<file path="src/rtl/aud_ring_pkg.sv">
package aud_ring_pkg;
    localparam int HALF_W = 16;

    typedef enum logic [1:0] {
        ST_IDLE = 2'd0,
        ST_BUSY = 2'd1,
        ST_HALT = 2'd2
    } ring_state_e;

    localparam logic [1:0] SEL_BASE   = 2'd0;
    localparam logic [1:0] SEL_FRAME  = 2'd1;
    localparam logic [1:0] SEL_SAMPLE = 2'd2;

    // bytes per sample = 1 << shift
    function automatic logic [1:0] fmt_shift(input logic [1:0] f);
        return {1'b0, f[0]} + {1'b0, f[1]};
    endfunction
endpackage

</file>
<file path="src/rtl/aud_ring_span.sv">
// Computes the start address and the length of the next request.
module aud_ring_span
    import aud_ring_pkg::*;
#(
    parameter int ADDR_W  = 32,
    parameter int GRANT_W = 16,
    parameter int LEN_W   = HALF_W + 3
) (
    input  logic [ADDR_W-1:0]  base,
    input  logic [HALF_W-1:0]  idx,
    input  logic [HALF_W-1:0]  size,
    input  logic [HALF_W-1:0]  csc,
    input  logic [1:0]         lo,
    input  logic [1:0]         shift,
    input  logic [GRANT_W-1:0] grant,
    output logic [ADDR_W-1:0]  addr,
    output logic [LEN_W-1:0]   len,
    output logic [LEN_W-1:0]   need
);
    logic [LEN_W-1:0] left_w;
    logic [LEN_W-1:0] g_w;
    logic [LEN_W-1:0] m1;

    always_comb begin
        need = (LEN_W'(csc) + LEN_W'(1)) << shift;
        if (idx > size)
            left_w = '0;
        else
            left_w = ((LEN_W'(size) - LEN_W'(idx) + LEN_W'(1)) << 2) + LEN_W'(lo);
        g_w  = LEN_W'(grant) & ~((LEN_W'(1) << shift) - LEN_W'(1));
        m1   = (g_w < left_w) ? g_w : left_w;
        len  = (m1 < need) ? m1 : need;
        addr = base + ADDR_W'({idx, 2'b00}) + ADDR_W'(lo);
    end
endmodule

</file>
<file path="src/rtl/aud_ring_advance.sv">
// Computes the position and the countdown after a completion.
module aud_ring_advance
    import aud_ring_pkg::*;
#(
    parameter int LEN_W = HALF_W + 3,
    localparam int IW   = HALF_W + 1
) (
    input  logic [HALF_W-1:0] idx,
    input  logic [HALF_W-1:0] size,
    input  logic [1:0]        lo,
    input  logic [LEN_W-1:0]  need,
    input  logic [LEN_W-1:0]  bytes,
    input  logic [1:0]        shift,
    input  logic [HALF_W-1:0] sc,
    input  logic              loop_off,
    output logic [HALF_W-1:0] nidx,
    output logic [1:0]        nlo,
    output logic [HALF_W-1:0] ncsc,
    output logic              blk_done,
    output logic              past_end
);
    logic [LEN_W-1:0] tot;
    logic [LEN_W-1:0] rem;
    logic [IW-1:0]    n;

    always_comb begin
        tot      = bytes + LEN_W'(lo);
        n        = {1'b0, idx} + IW'(tot >> 2);
        nlo      = tot[1:0];
        past_end = n > {1'b0, size};
        blk_done = (bytes == need);
        rem      = need - bytes - LEN_W'(1);
        ncsc     = blk_done ? sc : HALF_W'(rem >> shift);
        if (past_end && !loop_off)
            nidx = '0;
        else
            nidx = n[HALF_W-1:0];
    end
endmodule

</file>
<file path="src/rtl/aud_ring_dma.sv">
module aud_ring_dma
    import aud_ring_pkg::*;
#(
    parameter int ADDR_W  = 32,
    parameter int GRANT_W = 16,
    localparam int LEN_W  = HALF_W + 3
) (
    input  logic               clk,
    input  logic               rst_n,
    input  logic               cfg_we,
    input  logic [1:0]         cfg_sel,
    input  logic [31:0]        cfg_wdata,
    input  logic               chan_en,
    input  logic               chan_pause,
    input  logic               loop_off,
    input  logic [1:0]         fmt,
    input  logic               grant_valid,
    input  logic [GRANT_W-1:0] grant_bytes,
    output logic               req_valid,
    output logic [ADDR_W-1:0]  req_addr,
    output logic [LEN_W-1:0]   req_len,
    input  logic               done_valid,
    input  logic [LEN_W-1:0]   done_bytes,
    output logic [31:0]        frame_q,
    output logic [31:0]        sample_q,
    output logic               eob,
    output logic               stopped
);
    ring_state_e state_q, state_d;

    logic [ADDR_W-1:0] base_q, addr_q;
    logic [HALF_W-1:0] idx_q, size_q, csc_q, sc_q;
    logic [1:0]        lo_q, shift_q;
    logic [LEN_W-1:0]  len_q, need_q;
    logic              eob_q;

    logic [1:0]        cur_shift;
    logic [ADDR_W-1:0] span_addr;
    logic [LEN_W-1:0]  span_len, span_need, bytes_c;
    logic [HALF_W-1:0] adv_idx, adv_csc;
    logic [1:0]        adv_lo;
    logic              adv_blk, adv_past;
    logic              grant_ok, done_ok, frame_wr;

    assign cur_shift = fmt_shift(fmt);

    aud_ring_span #(.ADDR_W(ADDR_W), .GRANT_W(GRANT_W), .LEN_W(LEN_W)) u_span (
        .base  (base_q),
        .idx   (idx_q),
        .size  (size_q),
        .csc   (csc_q),
        .lo    (lo_q),
        .shift (cur_shift),
        .grant (grant_bytes),
        .addr  (span_addr),
        .len   (span_len),
        .need  (span_need)
    );

    assign bytes_c = (done_bytes > len_q) ? len_q : done_bytes;

    aud_ring_advance #(.LEN_W(LEN_W)) u_adv (
        .idx      (idx_q),
        .size     (size_q),
        .lo       (lo_q),
        .need     (need_q),
        .bytes    (bytes_c),
        .shift    (shift_q),
        .sc       (sc_q),
        .loop_off (loop_off),
        .nidx     (adv_idx),
        .nlo      (adv_lo),
        .ncsc     (adv_csc),
        .blk_done (adv_blk),
        .past_end (adv_past)
    );

    assign grant_ok = (state_q == ST_IDLE) && grant_valid && chan_en && !chan_pause
                      && (span_len != '0);
    assign done_ok  = (state_q == ST_BUSY) && done_valid;
    assign frame_wr = cfg_we && (cfg_sel == SEL_FRAME);

    // next-state logic
    always_comb begin
        state_d = state_q;
        unique case (state_q)
            ST_IDLE: if (grant_ok) state_d = ST_BUSY;                       // ACCEPT
            ST_BUSY: if (done_ok)
                         state_d = (adv_past && loop_off) ? ST_HALT : ST_IDLE; // EXHAUST / RETIRE
            ST_HALT: if (frame_wr) state_d = ST_IDLE;                      // REARM
            default: state_d = ST_IDLE;
        endcase
    end

    // state register
    always_ff @(posedge clk) begin
        if (!rst_n) state_q <= ST_IDLE;
        else        state_q <= state_d;
    end

    // datapath registers
    always_ff @(posedge clk) begin
        if (!rst_n) begin
            base_q  <= '0;
            addr_q  <= '0;
            idx_q   <= '0;
            size_q  <= '0;
            csc_q   <= '0;
            sc_q    <= '0;
            lo_q    <= '0;
            shift_q <= '0;
            len_q   <= '0;
            need_q  <= '0;
            eob_q   <= 1'b0;
        end else begin
            eob_q <= 1'b0;
            if (grant_ok) begin
                addr_q  <= span_addr;
                len_q   <= span_len;
                need_q  <= span_need;
                shift_q <= cur_shift;
            end
            if (done_ok) begin
                idx_q <= adv_idx;
                lo_q  <= adv_lo;
                csc_q <= adv_csc;
                eob_q <= adv_blk;
            end
            if (cfg_we) begin
                case (cfg_sel)
                    SEL_BASE:   base_q <= ADDR_W'(cfg_wdata);
                    SEL_FRAME: begin
                        idx_q  <= cfg_wdata[31:16];
                        size_q <= cfg_wdata[15:0];
                        lo_q   <= 2'd0;
                    end
                    SEL_SAMPLE: begin
                        csc_q <= cfg_wdata[31:16];
                        sc_q  <= cfg_wdata[15:0];
                    end
                    default: ;
                endcase
            end
        end
    end

    // outputs
    always_comb begin
        req_valid = (state_q == ST_BUSY);
        stopped   = (state_q == ST_HALT);
        req_addr  = addr_q;
        req_len   = len_q;
        eob       = eob_q;
        frame_q   = {idx_q, size_q};
        sample_q  = {csc_q, sc_q};
    end

    AST_REQ_NONZERO: assert property (@(posedge clk) disable iff (!rst_n)
        req_valid |-> (req_len != '0));
    AST_REQ_UNDER_GRANT: assert property (@(posedge clk) disable iff (!rst_n)
        $rose(req_valid) |-> (32'(req_len) <= $past(32'(grant_bytes))));
    AST_REQ_STABLE: assert property (@(posedge clk) disable iff (!rst_n)
        (req_valid && $past(req_valid) && !$past(done_valid)) |-> ($stable(req_addr) && $stable(req_len)));
    AST_EOB_AFTER_DONE: assert property (@(posedge clk) disable iff (!rst_n)
        eob |-> $past(done_valid && req_valid));
    AST_LOOP_RANGE: assert property (@(posedge clk) disable iff (!rst_n)
        ($past(req_valid && done_valid && !loop_off && !cfg_we)) |-> (frame_q[31:16] <= frame_q[15:0]));
    AST_RUN_TO_START: assert property (@(posedge clk) disable iff (!rst_n)
        $rose(req_valid) |-> $past(chan_en && !chan_pause && grant_valid));
endmodule

</file>
<file path="config.mk">
export PLATFORM = sky130hd
export DESIGN_NAME = aud_ring_dma
export DESIGN_NICKNAME = d
export VERILOG_FILES = /design/src/rtl/aud_ring_pkg.sv /design/src/rtl/aud_ring_span.sv /design/src/rtl/aud_ring_advance.sv /design/src/rtl/aud_ring_dma.sv
export SDC_FILE = /design/constraint.sdc
export NUM_CORES = 1
export LEC_CHECK = 0
export BUFFER_PORTS_ARGS = -buffer_cell sky130_fd_sc_hd__buf_4
export CAP_MARGIN = 15
export CORE_UTILIZATION = 40
export CTS_CLUSTER_DIAMETER = 150
export DETAILED_ROUTE_END_ITERATION = 10
export PLACE_DENSITY = 0.7
export SYNTH_ARGS = -nofsm -noshare
export SYNTH_HDL_FRONTEND = slang
export SYNTH_HIERARCHICAL = 1
export SYNTH_SLANG_ARGS = --single-unit
</file>
<file path="constraint.sdc">
create_clock -name clk -period 14.65 [get_ports clk]
set_clock_uncertainty 0.1 [all_clocks]
set_input_delay 0.7325 -clock clk [delete_from_list [all_inputs] [get_ports clk]]
set_output_delay 0.7325 -clock clk [all_outputs]
set_load 0.03 [all_outputs]
</file>
==> run_results.csv, run 1 <==
group,metric,value,unit
floorplanning,core_area,0.0388,sq mm
logic_synthesis,synth-seq-cells,173,
logic_synthesis,synth_edf_count,0,
detailed_routing,wire_per_inst,20.0,um
timing,relSlewSlack,0.261,
global_routing,grt_pass1_vias,14208,
logic_synthesis,ys_types,91,
cts,cts_root_buffer,"clkbuf_16",
setup_path,critPathBufInv,4,
logic_synthesis,ys.flop_type,"dfxtp_1",
setup_path,crit_top_cell,"ha_1",
floorplanning,dieArea,0.0404,sq mm
setup_path,cp.depth,36,
layout,fin_util,0.470,
logic_synthesis,yosysTopAreaCell,"dfxtp_1",
floorplanning,rows,72,
worst_hold_path,hold_start,"base_q[12]$_SDFFE_PN0P_",
power_and_ir_drop,power_density,87.7,mW/mm^2
logic_synthesis,yosysTopAreaCellShare,0.218,
cts,cts_tree,"done",
floorplanning,die_x,201,um
global_routing,antenna_found_initial,0,
worst_hold_path,min_delay_path_depth,2,
setup_path,worstPathMaxFanout,57,
setup_path,start_kind,"flop",
detailed_routing,wirelength,53400,um
setup_path,r2r_start,"idx_q[1]$_SDFF_PN0_",
setup_path,cp.arrival,11060,ps
timing,setup_viol,0,
worst_hold_path,min_to,"base_q[12]$_SDFFE_PN0P_",
placed_design,routabilityCongestion,0.942,
cts,cts_max_path_buffers,2,
global_routing,grt_max_degree,90,
power_and_ir_drop,power.leakage,8.50,nW
placed_design,port_buffers,196,
logic_synthesis,synth-async-reset-ratio,0,
detailed_routing,post-route-drc-count,0,
cts,cts_made_buffers,17,
logic_synthesis,synth_area_leaders,"dfxtp_1, ha_1, mux2i_1, nand2_1, nor2b_1",
power_and_ir_drop,power,0.00160,W
detailed_routing,via_per_inst,5.65,
timing,max_freq,92.4,MHz
layout,nNetsFinal,2398,
layout,fillers,3825,
timing,slew_violations,0,
logic_synthesis,syn-instance-count,2007,
layout,layout-drive-gt1-share,0.143,
setup_path,r2r-end,"req_addr[27]$_SDFFE_PN0P_",
cts,cts_resized,0,
timing,rsz0062_at_grt,"false",
cts,clk_latency,440,ps
timing,min_period,10830,ps
logic_synthesis,yosys_warnings,6,
power_and_ir_drop,ir_drop,0.0000787,V
setup_path,cp_top_family,"compound AO/OA/AOI/OAI gates",
global_routing,gr-usage-all-layers,0.258,
run_status,status,"finished clean",
layout,n_antenna_cell,0,
cts,postCtsSetupRepairBufs,0,
setup_path,cp-startpoint,"idx_q[1]$_SDFF_PN0_",
cts,cts_max_level,4,
setup_path,endpoint_kind,"flop",
logic_synthesis,ys_seq_area_frac,0.218,
timing,period_share,0.739,
flow_run,drv_cap,0,
setup_path,reg2reg_setup_slack,3820,ps
setup_path,cpMaxStageDelayCell,"buf_4",
logic_synthesis,syn-cell-area,0.0159,sq mm
timing,finalHoldViolations,0,
setup_path,criticalPathCategory,"reg -> reg",
setup_path,r2r_cells,36,
cts,ctsHoldBuffers,0,
global_routing,grt_pass1_wl,81900,um
cts,cts.sinks,173,
floorplanning,initial_utilization,0.408,
worst_hold_path,hold_class,"reg -> reg",
cts,path_clk_slew,80,ps
setup_path,cpPeakStageDelay,870,ps
timing,setup_tns,0,ps
global_routing,grt_overflow_total,0,
placed_design,post-dp-hpwl,42000,um
layout,area_delta_synth_final,15.1,%
setup_path,cp_data_required_time,14890,ps
detailed_routing,drtAntennaViolNets,0,
floorplanning,io_pins,197,
floorplanning,fp.dieH,201,um
detailed_routing,dr.first_iter.drc_count,1368,
timing,worst_pin_slew,1110,ps
logic_synthesis,syn-mean-instance-area,7.90,sq um
detailed_routing,vias,15086,
detailed_routing,first_pass_iters,5,
synth_stat cells (25+ instances only):
| cell type | n |
|---|---|
| a21boi_0 | 58 |
| a21oi_1 | 100 |
| o211a_1 | 33 |
| dfxtp_1 | 173 |
| nor2b_1 | 103 |
| nand4_1 | 25 |
| inv_1 | 165 |
| clkbuf_1 | 70 |
| xnor2_1 | 70 |
| nor2_1 | 84 |
| a21o_1 | 30 |
| o21ai_0 | 62 |
| nand2_1 | 300 |
| ha_1 | 172 |
| nor3_1 | 40 |
| mux2i_1 | 134 |
area by class of cell:
class,instances,area [sq um],share of cell area
Timing Repair Buffer,211,1580,0.0868
Clock inverter,15,176,0.00966
Tap cell,518,648,0.0355
Inverter,169,634,0.0347
Clock buffer,17,425,0.0233
Sequential cell,173,3460,0.190
Multi-Input combinational cell,1569,11300,0.620
state kept, by name, summed over array words and instances, names as in the netlist:
signal and flops:
idx_q 16, req_len 19, eob 1, need_q 19
req_addr 32, sc_q 16, shift_q 2, base_q 32
state_q 2, lo_q 2, size_q 16, csc_q 16
cell families (layout without fill, tap and decap cells):
group	count (synthesis)	count (layout)	synth area share
AO/OA/AOI/OAI	483	483	0.219
AND/OR/NAND/NOR	662	662	0.201
other	1	3	0.000237
flip-flops	173	173	0.218
XOR/XNOR	88	88	0.0491
buffers and inverters	267	412	0.0689
multiplexers	155	155	0.100
adder cells (fa/ha/maj)	178	178	0.143
per-stage QoR:
| step | std cells | cell area (sq um) | worst slack (ps) | hold WS, ps |
|---|---|---|---|---|
| finish | 2672 | 18300 | 3820 | 376 |
| global route | 2672 | 18300 | 3120 | 398 |
| CTS | 2672 | 18300 | 3960 | 378 |
| detailed placement | 2640 | 17700 | 4020 | 366 |
| global placement | 2640 | 17700 | 4450 | 356 |
| floorplan | 2009 | 15900 | 6180 | 348 |
routing by layer:
metal / up-vias / wire length (um) / track usage
met1: 7175 / 24000 / 0.346
met2: 519 / 24400 / 0.427
met5: - / 0 / 0
li1: 7318 / - / -
met3: 74 / 3300 / 0.0368
met4: 0 / 1680 / 0.0777
where the power goes:
group / internal [W] / switching (W)
sequential: 0.000486 / 0.0000273
clock: 0.000230 / 0.000237
combinational: 0.000249 / 0.000371
tightest hold or removal path: stages (launching register included):
cell	delay (ps)
dfxtp_1	320
nand2_1	50
a21boi_0	60
worst max path at each step:
| stage | endpoint |
|---|---|
| 6_report | req_addr[27]$_SDFFE_PN0P_ |
| 3_5_place_dp | req_addr[27]$_SDFFE_PN0P_ |
| 3_3_place_gp | req_addr[26]$_SDFFE_PN0P_ |
| 2_1_floorplan | req_len[10]$_SDFFE_PN0P_ |
| 5_1_grt | req_addr[19]$_SDFFE_PN0P_ |
| 4_1_cts | req_addr[27]$_SDFFE_PN0P_ |
cells in the final DEF (no fill, tap or decap), types with 19 or more instances in the layout:
master / instances
a211oi_1: 20
a21boi_0: 58
a21o_1: 30
a21oi_1: 100
a41oi_1: 21
buf_4: 211
dfxtp_1: 173
ha_1: 172
inv_1: 165
mux2_2: 19
mux2i_1: 134
nand2_1: 300
nand3_1: 21
nand4_1: 25
nor2_1: 84
nor2b_1: 103
nor3_1: 40
o211a_1: 33
o21ai_0: 62
xnor2_1: 70
No activity file was read; power rests on OpenSTA's default activity.
==> run 2: changes to the inputs <==
--- a/config.mk
+++ b/config.mk
@@ -10,7 +10,7 @@
 export CORE_UTILIZATION = 40
 export CTS_CLUSTER_DIAMETER = 150
 export DETAILED_ROUTE_END_ITERATION = 10
-export PLACE_DENSITY = 0.7
+export PLACE_DENSITY = 0.72
 export SYNTH_ARGS = -nofsm -noshare
 export SYNTH_HDL_FRONTEND = slang
 export SYNTH_HIERARCHICAL = 1
==> constraint.sdc (replaced) <==
create_clock -name clk -period 9.4 [get_ports clk]
set_clock_uncertainty 0.1 [all_clocks]
set_input_delay 0.47 -clock clk [delete_from_list [all_inputs] [get_ports clk]]
set_output_delay 0.47 -clock clk [all_outputs]
set_load 0.03 [all_outputs]
==> run_results.csv, run 2 (synthesized netlist as in run 1, its figures left out) <==
group,metric,value,unit
floorplanning,initial_utilization,0.408,
setup_path,start_kind,"flop",
power_and_ir_drop,power.leakage,8.73,nW
power_and_ir_drop,switching_share,0.399,
global_routing,use_met1,0.338,
worst_hold_path,hold_class,"in -> reg",
floorplanning,fp.dieH,201,um
cts,cts_root_buffer,"clkbuf_16",
detailed_routing,drtAntennaViolNets,0,
timing,max_freq,111,MHz
setup_path,endpoint_kind,"flop",
detailed_routing,first_pass_iters,5,
layout,final_cell_area,0.0187,sq mm
floorplanning,core_area,0.0388,sq mm
layout,layout_common_cells,"nand2_1, buf_4, dfxtp_1",
cts,path_clk_slew,90,ps
layout,fin_util,0.481,
global_routing,grt_pass1_vias,14650,
global_routing,top_usage_layer,"met2",
global_routing,grt.met3_usage,0.0348,
power_and_ir_drop,power_density,137,mW/mm^2
detailed_routing,post-route-drc-count,0,
layout,n_antenna_cell,0,
timing,final.setup.worst_slack,424,ps
global_routing,grt_max_degree,118,
setup_path,r2r_cells,39,
setup_path,cp.arrival,9200,ps
timing,min_period,8980,ps
placed_design,place_area,0.0179,sq mm
timing,setup_viol,0,
placed_design,post-dp-hpwl,42600,um
setup_path,reg2reg_setup_slack,420,ps
timing,slew_violations,0,
layout,area_delta_synth_final,17.7,%
floorplanning,die_x,201,um
detailed_routing,wirelength,55200,um
setup_path,r2r-end,"need_q[14]$_SDFFE_PN0P_",
setup_path,r2r_start,"size_q[1]$_SDFFE_PN0P_",
setup_path,worstPathMaxFanout,26,
global_routing,grt_overflow_total,0,
detailed_routing,dr.first_iter.drc_count,1292,
power_and_ir_drop,clkPwrFrac,0.294,
cts,cts_max_path_buffers,2,
global_routing,met2_usage,0.423,
timing,finalHoldViolations,0,
layout,mostFrequentLayoutCell,"nand2_1",
power_and_ir_drop,power.switching,0.00102,W
setup_path,criticalPathCategory,"reg -> reg",
timing,worst_pin_slew,1090,ps
cts,clk_latency,450,ps
power_and_ir_drop,power_frac_seq,0.311,
global_routing,gr-usage-all-layers,0.260,
worst_hold_path,min_delay_path_depth,3,
placed_design,port_buffers,196,
timing,period_share,0.955,
cts,cts_max_level,4,
floorplanning,io_pins,197,
placed_design,routabilityCongestion,0.987,
global_routing,grt_pass1_wl,82700,um
setup_path,cpMaxStageDelayCell,"a2111oi_0",
timing,holdWs,218,ps
power_and_ir_drop,pwr-share-comb,0.395,
layout,nNetsFinal,2434,
flow_run,drv_cap,0,
floorplanning,rows,72,
cts,cts_tree,"done",
power_and_ir_drop,ir_drop,0.000106,V
run_status,status,"finished clean",
worst_hold_path,hold_start,"cfg_wdata[24]",
setup_path,cpPeakStageDelay,440,ps
detailed_routing,wire_per_inst,20.4,um
layout,layout-drive-gt1-share,0.161,
global_routing,antenna_found_initial,0,
cts,cts.sinks,173,
cts,cts_made_buffers,17,
detailed_routing,vias,15472,
placed_design,pre_cts_ws,-139,ps
floorplanning,dieArea,0.0404,sq mm
detailed_routing,via_per_inst,5.71,
power_and_ir_drop,p_int,0.00153,W
setup_path,cp_data_required_time,9620,ps
timing,relSlewSlack,0.268,
worst_hold_path,min_to,"base_q[24]$_SDFFE_PN0P_",
[run 2: metal layers]
metal / wire [um] / part of all wire
met4: 2660 / 0.048
met5: 0 / 0
met2: 24800 / 0.45
met3: 3580 / 0.065
met1: 24100 / 0.44
[run 2: through the flow]
| stage | instances | total power (W) | setup TNS [ps] |
|---|---|---|---|
| 3_5_place_dp | 2671 | 0.00177 | -4590 |
| 5_1_grt | 2708 | 0.00268 | -52.6 |
| 3_3_place_gp | 2671 | 0.00176 | 0 |
| 6_report | 2708 | 0.00255 | 0 |
| 2_1_floorplan | 2009 | 0.00149 | 0 |
| 4_1_cts | 2703 | 0.00252 | 0 |
[run 2: area by class of cell]
type | instances | area (sq um)
clock inverter | 15 | 204
sequential | 173 | 3460
fill | 3758 | 20200
inverter | 169 | 634
tap | 518 | 648
timing repair buffer | 247 | 1910
clock buffer | 17 | 425
multi-input combinational | 1569 | 11400
[run 2: how the worst max path moves through the flow]
stage	from	slack [ps]	depth (start not counted)	end
after floorplan	size_q[1]$_SDFFE_PN0P_	930	39	req_len[10]$_SDFFE_PN0P_
after global placement	size_q[1]$_SDFFE_PN0P_	270	36	req_addr[26]$_SDFFE_PN0P_
after detailed placement	size_q[1]$_SDFFE_PN0P_	-140	37	req_addr[27]$_SDFFE_PN0P_
after CTS	size_q[1]$_SDFFE_PN0P_	10	37	req_addr[27]$_SDFFE_PN0P_
after global routing	size_q[1]$_SDFFE_PN0P_	-10	39	need_q[1]$_SDFFE_PN0P_
final	size_q[1]$_SDFFE_PN0P_	420	39	need_q[14]$_SDFFE_PN0P_
[run 2: power groups by stage]
stage	combinational (W)	clock [W]	sequential [W]
global placement	0.000949	0	0.000808
finish	0.00101	0.000749	0.000793
global route	0.00110	0.000787	0.000796
floorplan	0.000652	0	0.000833
CTS	0.000973	0.000755	0.000792
detailed placement	0.000965	0	0.000809
[run 2: timing repair]
item                                    4_1_cts  5_1_grt
setup buffers                                 0        2
gates resized for setup                       1       14
endpoints found under the hold margin         0        0
hold buffers                                  0        0
gates cloned                                  0        3
pin swaps                                     0        2
endpoints found under the setup margin       70       73
[run 2: critical path, delay by kind of cell (launching register included)]
kind / cells / cell delay, ps
flip-flops: 1 / 340
adder cells (fa/ha/maj): 5 / 1440
AO/OA/AOI/OAI: 15 / 3700
XOR/XNOR: 1 / 230
buffers and inverters: 7 / 940
multiplexers: 2 / 540
AND/OR/NAND/NOR: 9 / 1570
